`src/rtl/pcicfg_pkg.sv`:
```
package pcicfg_pkg;

  typedef enum logic [1:0] {
    SZ_BYTE = 2'd0,
    SZ_WORD = 2'd1,
    SZ_LONG = 2'd2,
    SZ_BAD  = 2'd3
  } accSize_e;

  typedef enum logic [2:0] {
    ST_IDLE,
    ST_SETUP,
    ST_ISSUE,
    ST_RESTORE,
    ST_DONE
  } ctlState_e;

  // control -> datapath
  typedef struct packed {
    logic load;
    logic capture;
  } ctlStrobe_t;

  // datapath -> control, decoded from the incoming request
  typedef struct packed {
    logic farBus;
    logic slotMiss;
    logic misalign;
  } reqFlags_t;

endpackage

```
`src/rtl/pcicfg_dpath.sv`:
```
module pcicfg_dpath
  import pcicfg_pkg::*;
#(
  parameter int BUS_W     = 8,
  parameter int SLOT_W    = 5,
  parameter int FUNC_W    = 3,
  parameter int REG_W     = 8,
  parameter int DATA_W    = 32,
  parameter int ADDR_W    = 32,
  parameter int MAX_SLOTS = 12
) (
  input  logic              clk,
  input  logic              rst_n,
  input  ctlStrobe_t        strobe,
  input  logic              reqWrite,
  input  logic [BUS_W-1:0]  reqBus,
  input  logic [SLOT_W-1:0] reqSlot,
  input  logic [FUNC_W-1:0] reqFunc,
  input  logic [REG_W-1:0]  reqReg,
  input  logic [1:0]        reqSize,
  input  logic [DATA_W-1:0] reqWdata,
  input  logic              cycNoResp,
  input  logic [DATA_W-1:0] cycRdata,
  output reqFlags_t         flags,
  output logic              cycWrite,
  output logic [ADDR_W-1:0] cycAddr,
  output logic [DATA_W/8-1:0] cycByteEn,
  output logic [DATA_W-1:0] cycWdata,
  output logic [DATA_W-1:0] rdData,
  output logic              noResp,
  output logic              alignErr
);

  localparam int LANES    = DATA_W / 8;
  localparam int OFF_W    = $clog2(LANES);
  localparam int FUNC_LSB = REG_W;
  localparam int SLOT_LSB = FUNC_LSB + FUNC_W;
  localparam int BUS_LSB  = SLOT_LSB + SLOT_W;

  function automatic logic [DATA_W-1:0] widthMask(input logic [1:0] sz);
    case (sz)
      SZ_BYTE: return DATA_W'(8'hFF);
      SZ_WORD: return DATA_W'(16'hFFFF);
      default: return '1;
    endcase
  endfunction

  function automatic logic isMisaligned(input logic [1:0] sz, input logic [OFF_W-1:0] off);
    case (sz)
      SZ_BYTE: return 1'b0;
      SZ_WORD: return off[0];
      SZ_LONG: return off != '0;
      default: return 1'b1;
    endcase
  endfunction

  // request decode on the live inputs, used at acceptance
  logic [OFF_W-1:0] offIn;
  assign offIn          = reqReg[OFF_W-1:0];
  assign flags.misalign = isMisaligned(reqSize, offIn);
  assign flags.farBus   = reqBus != '0;
  assign flags.slotMiss = (reqBus == '0) && (int'(reqSlot) >= MAX_SLOTS);

  // latched request
  logic [BUS_W-1:0]  busQ;
  logic [SLOT_W-1:0] slotQ;
  logic [FUNC_W-1:0] funcQ;
  logic [REG_W-1:0]  regQ;
  logic [1:0]        sizeQ;
  logic [DATA_W-1:0] wdataQ;
  logic              writeQ;

  always_ff @(posedge clk or negedge rst_n) begin
    if (!rst_n) begin
      busQ   <= '0;
      slotQ  <= '0;
      funcQ  <= '0;
      regQ   <= '0;
      sizeQ  <= '0;
      wdataQ <= '0;
      writeQ <= 1'b0;
    end else if (strobe.load) begin
      busQ   <= reqBus;
      slotQ  <= reqSlot;
      funcQ  <= reqFunc;
      regQ   <= reqReg;
      sizeQ  <= reqSize;
      wdataQ <= reqWdata;
      writeQ <= reqWrite;
    end
  end

  logic [OFF_W-1:0] offQ;
  assign offQ     = regQ[OFF_W-1:0];
  assign cycWrite = writeQ;

  // address formation
  logic [ADDR_W-1:0] lowPart;
  assign lowPart = (ADDR_W'(funcQ) << FUNC_LSB) | ADDR_W'(regQ);

  always_comb begin
    if (busQ != '0)
      cycAddr = (ADDR_W'(busQ) << BUS_LSB) | (ADDR_W'(slotQ) << SLOT_LSB) | lowPart;
    else
      cycAddr = (ADDR_W'(1) << (SLOT_LSB + int'(slotQ))) | lowPart;
  end

  // byte lanes
  always_comb begin
    case (sizeQ)
      SZ_BYTE: cycByteEn = LANES'(1) << offQ;
      SZ_WORD: cycByteEn = LANES'(3) << offQ;
      SZ_LONG: cycByteEn = '1;
      default: cycByteEn = '0;
    endcase
  end
  assign cycWdata = wdataQ << {offQ, 3'b000};

  // results
  logic [DATA_W-1:0] readAligned;
  assign readAligned = (cycRdata >> {offQ, 3'b000}) & widthMask(sizeQ);

  always_ff @(posedge clk or negedge rst_n) begin
    if (!rst_n) begin
      rdData   <= '0;
      noResp   <= 1'b0;
      alignErr <= 1'b0;
    end else if (strobe.load) begin
      alignErr <= flags.misalign;
      noResp   <= !flags.misalign && flags.slotMiss;
      rdData   <= (!flags.misalign && flags.slotMiss && !reqWrite) ? widthMask(reqSize) : '0;
    end else if (strobe.capture) begin
      noResp <= cycNoResp;
      if (writeQ)
        rdData <= '0;
      else if (cycNoResp)
        rdData <= widthMask(sizeQ);
      else
        rdData <= readAligned;
    end
  end

endmodule

```
`src/rtl/pcicfg_ctrl.sv`:
```
module pcicfg_ctrl
  import pcicfg_pkg::*;
(
  input  logic       clk,
  input  logic       rst_n,
  input  logic       reqValid,
  input  reqFlags_t  flags,
  input  logic       cycAck,
  output logic       reqReady,
  output logic       cycValid,
  output logic       type1Mode,
  output logic       done,
  output ctlStrobe_t strobe
);

  ctlState_e state, stateNext;
  logic      modeQ;
  logic      skipCycle;

  assign skipCycle = flags.misalign || flags.slotMiss;

  always_comb begin
    stateNext = state;
    strobe    = '0;
    case (state)
      ST_IDLE: begin
        if (reqValid) begin
          strobe.load = 1'b1;
          if (skipCycle)         stateNext = ST_DONE;
          else if (flags.farBus) stateNext = ST_SETUP;
          else                   stateNext = ST_ISSUE;
        end
      end
      ST_SETUP:   stateNext = ST_ISSUE;
      ST_ISSUE: begin
        if (cycAck) begin
          strobe.capture = 1'b1;
          stateNext      = modeQ ? ST_RESTORE : ST_DONE;
        end
      end
      ST_RESTORE: stateNext = ST_DONE;
      ST_DONE:    stateNext = ST_IDLE;
      default:    stateNext = ST_IDLE;
    endcase
  end

  always_ff @(posedge clk or negedge rst_n) begin
    if (!rst_n) begin
      state <= ST_IDLE;
      modeQ <= 1'b0;
    end else begin
      state <= stateNext;
      if (state == ST_IDLE && reqValid && !skipCycle && flags.farBus)
        modeQ <= 1'b1;
      else if (state == ST_ISSUE && cycAck)
        modeQ <= 1'b0;
    end
  end

  assign reqReady  = state == ST_IDLE;
  assign cycValid  = state == ST_ISSUE;
  assign done      = state == ST_DONE;
  assign type1Mode = modeQ;

endmodule

```
`src/rtl/pcicfg_xlate.sv`:
```
module pcicfg_xlate
  import pcicfg_pkg::*;
#(
  parameter int BUS_W     = 8,
  parameter int SLOT_W    = 5,
  parameter int FUNC_W    = 3,
  parameter int REG_W     = 8,
  parameter int DATA_W    = 32,
  parameter int ADDR_W    = 32,
  parameter int MAX_SLOTS = 12
) (
  input  logic                clk,
  input  logic                rst_n,
  input  logic                reqValid,
  output logic                reqReady,
  input  logic                reqWrite,
  input  logic [BUS_W-1:0]    reqBus,
  input  logic [SLOT_W-1:0]   reqSlot,
  input  logic [FUNC_W-1:0]   reqFunc,
  input  logic [REG_W-1:0]    reqReg,
  input  logic [1:0]          reqSize,
  input  logic [DATA_W-1:0]   reqWdata,
  output logic                done,
  output logic [DATA_W-1:0]   rdData,
  output logic                noResp,
  output logic                alignErr,
  output logic                cycValid,
  input  logic                cycAck,
  input  logic                cycNoResp,
  output logic                cycWrite,
  output logic                type1Mode,
  output logic [ADDR_W-1:0]   cycAddr,
  output logic [DATA_W/8-1:0] cycByteEn,
  output logic [DATA_W-1:0]   cycWdata,
  input  logic [DATA_W-1:0]   cycRdata
);

  ctlStrobe_t strobe;
  reqFlags_t  flags;

  pcicfg_ctrl u_ctrl (
    .clk       (clk),
    .rst_n     (rst_n),
    .reqValid  (reqValid),
    .flags     (flags),
    .cycAck    (cycAck),
    .reqReady  (reqReady),
    .cycValid  (cycValid),
    .type1Mode (type1Mode),
    .done      (done),
    .strobe    (strobe)
  );

  pcicfg_dpath #(
    .BUS_W(BUS_W), .SLOT_W(SLOT_W), .FUNC_W(FUNC_W), .REG_W(REG_W),
    .DATA_W(DATA_W), .ADDR_W(ADDR_W), .MAX_SLOTS(MAX_SLOTS)
  ) u_dpath (
    .clk       (clk),
    .rst_n     (rst_n),
    .strobe    (strobe),
    .reqWrite  (reqWrite),
    .reqBus    (reqBus),
    .reqSlot   (reqSlot),
    .reqFunc   (reqFunc),
    .reqReg    (reqReg),
    .reqSize   (reqSize),
    .reqWdata  (reqWdata),
    .cycNoResp (cycNoResp),
    .cycRdata  (cycRdata),
    .flags     (flags),
    .cycWrite  (cycWrite),
    .cycAddr   (cycAddr),
    .cycByteEn (cycByteEn),
    .cycWdata  (cycWdata),
    .rdData    (rdData),
    .noResp    (noResp),
    .alignErr  (alignErr)
  );

endmodule

```
`config.mk`:
```
export PLATFORM = sky130hd
export DESIGN_NAME = pcicfg_xlate
export DESIGN_NICKNAME = d
export VERILOG_FILES = /design/src/rtl/pcicfg_pkg.sv /design/src/rtl/pcicfg_dpath.sv /design/src/rtl/pcicfg_ctrl.sv /design/src/rtl/pcicfg_xlate.sv
export SDC_FILE = /design/constraint.sdc
export NUM_CORES = 1
export LEC_CHECK = 0
export BUFFER_PORTS_ARGS = -buffer_cell sky130_fd_sc_hd__buf_2
export CAP_MARGIN = 25
export CORE_MARGIN = 2
export CORE_UTILIZATION = 45
export DETAILED_ROUTE_END_ITERATION = 7
export PLACE_DENSITY = 0.74
export SLEW_MARGIN = 20
export SYNTH_ARGS = -nofsm -noshare
export SYNTH_HDL_FRONTEND = slang
export SYNTH_SLANG_ARGS = --single-unit
```
`constraint.sdc`:
```
create_clock -name clk -period 2.63 [get_ports clk]
set_input_delay 0 -clock clk [delete_from_list [all_inputs] [get_ports clk]]
set_output_delay 0 -clock clk [all_outputs]
set_load 0.005 [all_outputs]
```
==> impl_metrics.py <==
metrics = {
    "timing": {
        "max_slew.worst_pin.slew_ns": 0.774,
        "max-slew-margin-rel_pct": 48.4,
        "clock_skew_ns": 0.0110,
        "period_share_pct": 91.2,
        "finalSetupViolations": 0,
        "postLayoutSetupSlackWorst_ns": 0.233,
        "hold_viol_final": 0,
        "period_minus_slack_ns": 2.40,
        "fmax_mhz": 417,
        "rsz0062_at_grt": "false",
        "report.final.slew_viol_count": 0,
        "fin_setup_tns_ns": 0,
    },
    "detailed_routing": {
        "drt_wl_total_um": 17400,
        "drt_first_pass_iters": 5,
        "drc": 0,
        "wl_per_cell_um": 16.9,
        "drtIter0Drc": 411,
        "vias": 5583,
        "vias_per_cell": 5.42,
        "drtAntennaViolNets": 0,
    },
    "setup_path": {
        "arrival_ns": 2.40,
        "worst_ep_required_time_ns": 2.63,
        "setup.worst_path.start_class": "flop",
        "critical_path_class": "flop to output pin",
        "critical_path.endpoint_type": "output pin",
        "crit_fanout": 36,
    },
    "floorplanning": {
        "fp-row-count": 40,
        "dieArea_um2": 13100,
        "die_x_um": 115,
        "ios": 203,
        "start_util_pct": 46.1,
        "coreArea_um2": 12000,
        "die_y_um": 115,
    },
    "yosys": {
        "syn-num-nets": 747,
        "synth_top_area_cell": "dfrtp_1",
        "syn_area_um2": 5510,
        "synthFlopType": "dfrtp_1",
        "ys_warn_count": 0,
        "synth_cells": 649,
        "yosysTopAreaCellShare_pct": 44.0,
        "synth_cell_types": 51,
        "synth.area.top_cells": "dfrtp_1 (44%), nand2_1 (13%), mux2i_1 (9.1%)",
        "syn_area_per_cell_um2": 8.49,
        "async_reset_ff_share_pct": 100,
        "synth_edf_count": 0,
        "yosys_register_bits": 97,
        "ys_seq_area_share_pct": 44.0,
    },
    "hold_path": {
        "worstHoldPathType": "input pin to flop",
    },
    "cells_and_area": {
        "area_delta_synth_final_pct": 35.7,
        "fin_cells": 1030,
        "final_common_cell": "buf_2",
        "nets": 977,
        "nFillCells": 989,
        "register_area_um2": 2430,
        "multi_input_area_um2": 2830,
        "mostFrequentLayoutCells": "buf_2 (201), nand2_1 (196), dfrtp_1 (95)",
        "insertedDiodeCount": 0,
        "drive_above_1_share_pct": 28.0,
    },
    "place": {
        "portBuffers": 202,
        "place_inst": 955,
        "dp_hpwl_um": 12300,
        "place_congestion": 0.946,
        "dp_slack_ns": 0.501,
    },
    "clock_network": {
        "clkTransAtPathRegs_ns": 0.06,
        "clock_path_buffers": 2,
        "htree_levels": 3,
        "clockRootBuffer": "clkbuf_16",
        "post_cts_resized": 0,
        "clkLatencyLatePin_ns": 0.35,
        "cts_tree": "done",
        "cts_made_buffers": 9,
        "cts.sinks": 97,
    },
    "global_routing": {
        "antenna_found_initial": 0,
        "grt_pass1_wl_um": 27500,
        "grtUsageTotal_pct": 26.8,
        "grt_max_degree": 53,
        "grt_pass1_vias": 5473,
        "grt-ovfl-total": 0,
    },
    "status": {
        "status": "complete, no violations",
    },
    "pwr": {
        "powerDensity_nw_per_um2": 1130,
        "ir_worst_vdd_mv": 0.851,
        "cellLeakagePower_nw": 3.96,
    },
    "run": {
        "cap_violations": 0,
    },
}
-- cells by family (layout without fill, tap and decap cells) --
logic type      Yosys count  after routing  synth area share (%)
compound gates          138            138                  16.8
fa+ha+maj                 2              2                 0.454
buf+inv                  60            294                  4.59
xor+xnor                  2              2                 0.318
simple gates            299            299                  24.5
mux                      51             51                  9.28
flops                    97             97                  44.0
-- final cells by class --
| class | count | area share, % |
|---|---|---|
| inverter | 5 | 0.251 |
| clock buffer | 11 | 3.25 |
| timing repair buffer | 274 | 23.0 |
| multi-input combinational | 492 | 37.9 |
| clock inverter | 4 | 0.719 |
| tap | 147 | 2.46 |
| sequential | 97 | 32.5 |
-- layer usage --
layer / vias up / share of wire [%] / track usage, %
met2: 189 / 50 / 44.7
met3: 35 / 5.7 / 6.41
met4: 0 / 2.3 / 10.2
met5: - / 0 / 0
li1: 2670 / - / -
met1: 2689 / 42 / 33.8
-- stage by stage --
stage          utilization [%]  hold slack [ns]  instance area, µm²  power, mW
2_1_floorplan                -           -0.296                5510       5.38
3_3_place_gp              55.0           0.0604                6580       6.92
3_5_place_dp              55.0           0.0745                6580       7.00
4_1_cts                   62.5           0.0700                7480       8.41
5_1_grt                   62.5           0.0828                7480       9.09
6_report                  62.5           0.0898                7480       8.43
-- synth_stat cells, drive strengths merged (3+ instances only) --
library cell and instances:
a211oi 9, mux2i 50, nor2 26, nand2b 4, o21bai 16, dfrtp 97, clkbuf 44, a221o 8
nand3b 6, nand2 196, buf 11, a21boi 8, a21o 3, a211o 8, and2 14, nor2b 11
a21oi 31, nor4 5, inv 5, a22o 3, o21ai 34, or2 10, nor3 6, o22a 8
nand3 12
-- repair_timing --
item                      CTS  global route
hold endpoints to repair  109             0
hold buffers               60             0
buffers inserted            0             0
-- power breakdown --
| group | internal (mW) | switching [mW] |
|---|---|---|
| clock | 0.759 | 0.552 |
| combinational | 1.93 | 2.35 |
| sequential | 2.16 | 0.683 |
-- registers in the layout, summed over array words and instances, names as in the netlist --
register / flops
u_dpath.regQ: 8
u_dpath.sizeQ: 2
u_dpath.slotQ: 5
u_dpath.cycWrite: 1
u_dpath.rdData: 32
u_dpath.alignErr: 1
u_ctrl.state: 3
u_ctrl.type1Mode: 1
u_dpath.wdataQ: 32
u_dpath.busQ: 8
u_dpath.noResp: 1
u_dpath.funcQ: 3
-- worst max-delay path, cell delays in order (launching register included) --
cell      delay (ns)
dfrtp_2         0.87
buf_4           0.53
nor2b_1         0.09
a211oi_1        0.31
a21oi_1         0.09
buf_2           0.15
-- final timing paths --
kind,from,end,slack [ns],cells after the start
setup / recovery,u_dpath.regQ[0],cycWdata[30],0.23,5
max in group asynchronous,rst_n,u_dpath.wdataQ[15],1.62,3
hold reg to reg,u_dpath.wdataQ[25],u_dpath.wdataQ[25],0.47,2
min in group asynchronous,rst_n,u_dpath.wdataQ[20],0.21,2
setup reg to reg,u_ctrl.state[2],u_dpath.rdData[23],0.47,4
hold / removal,cycAck,u_ctrl.type1Mode,0.09,3
Note: power is estimated with default switching activity, not from simulation.
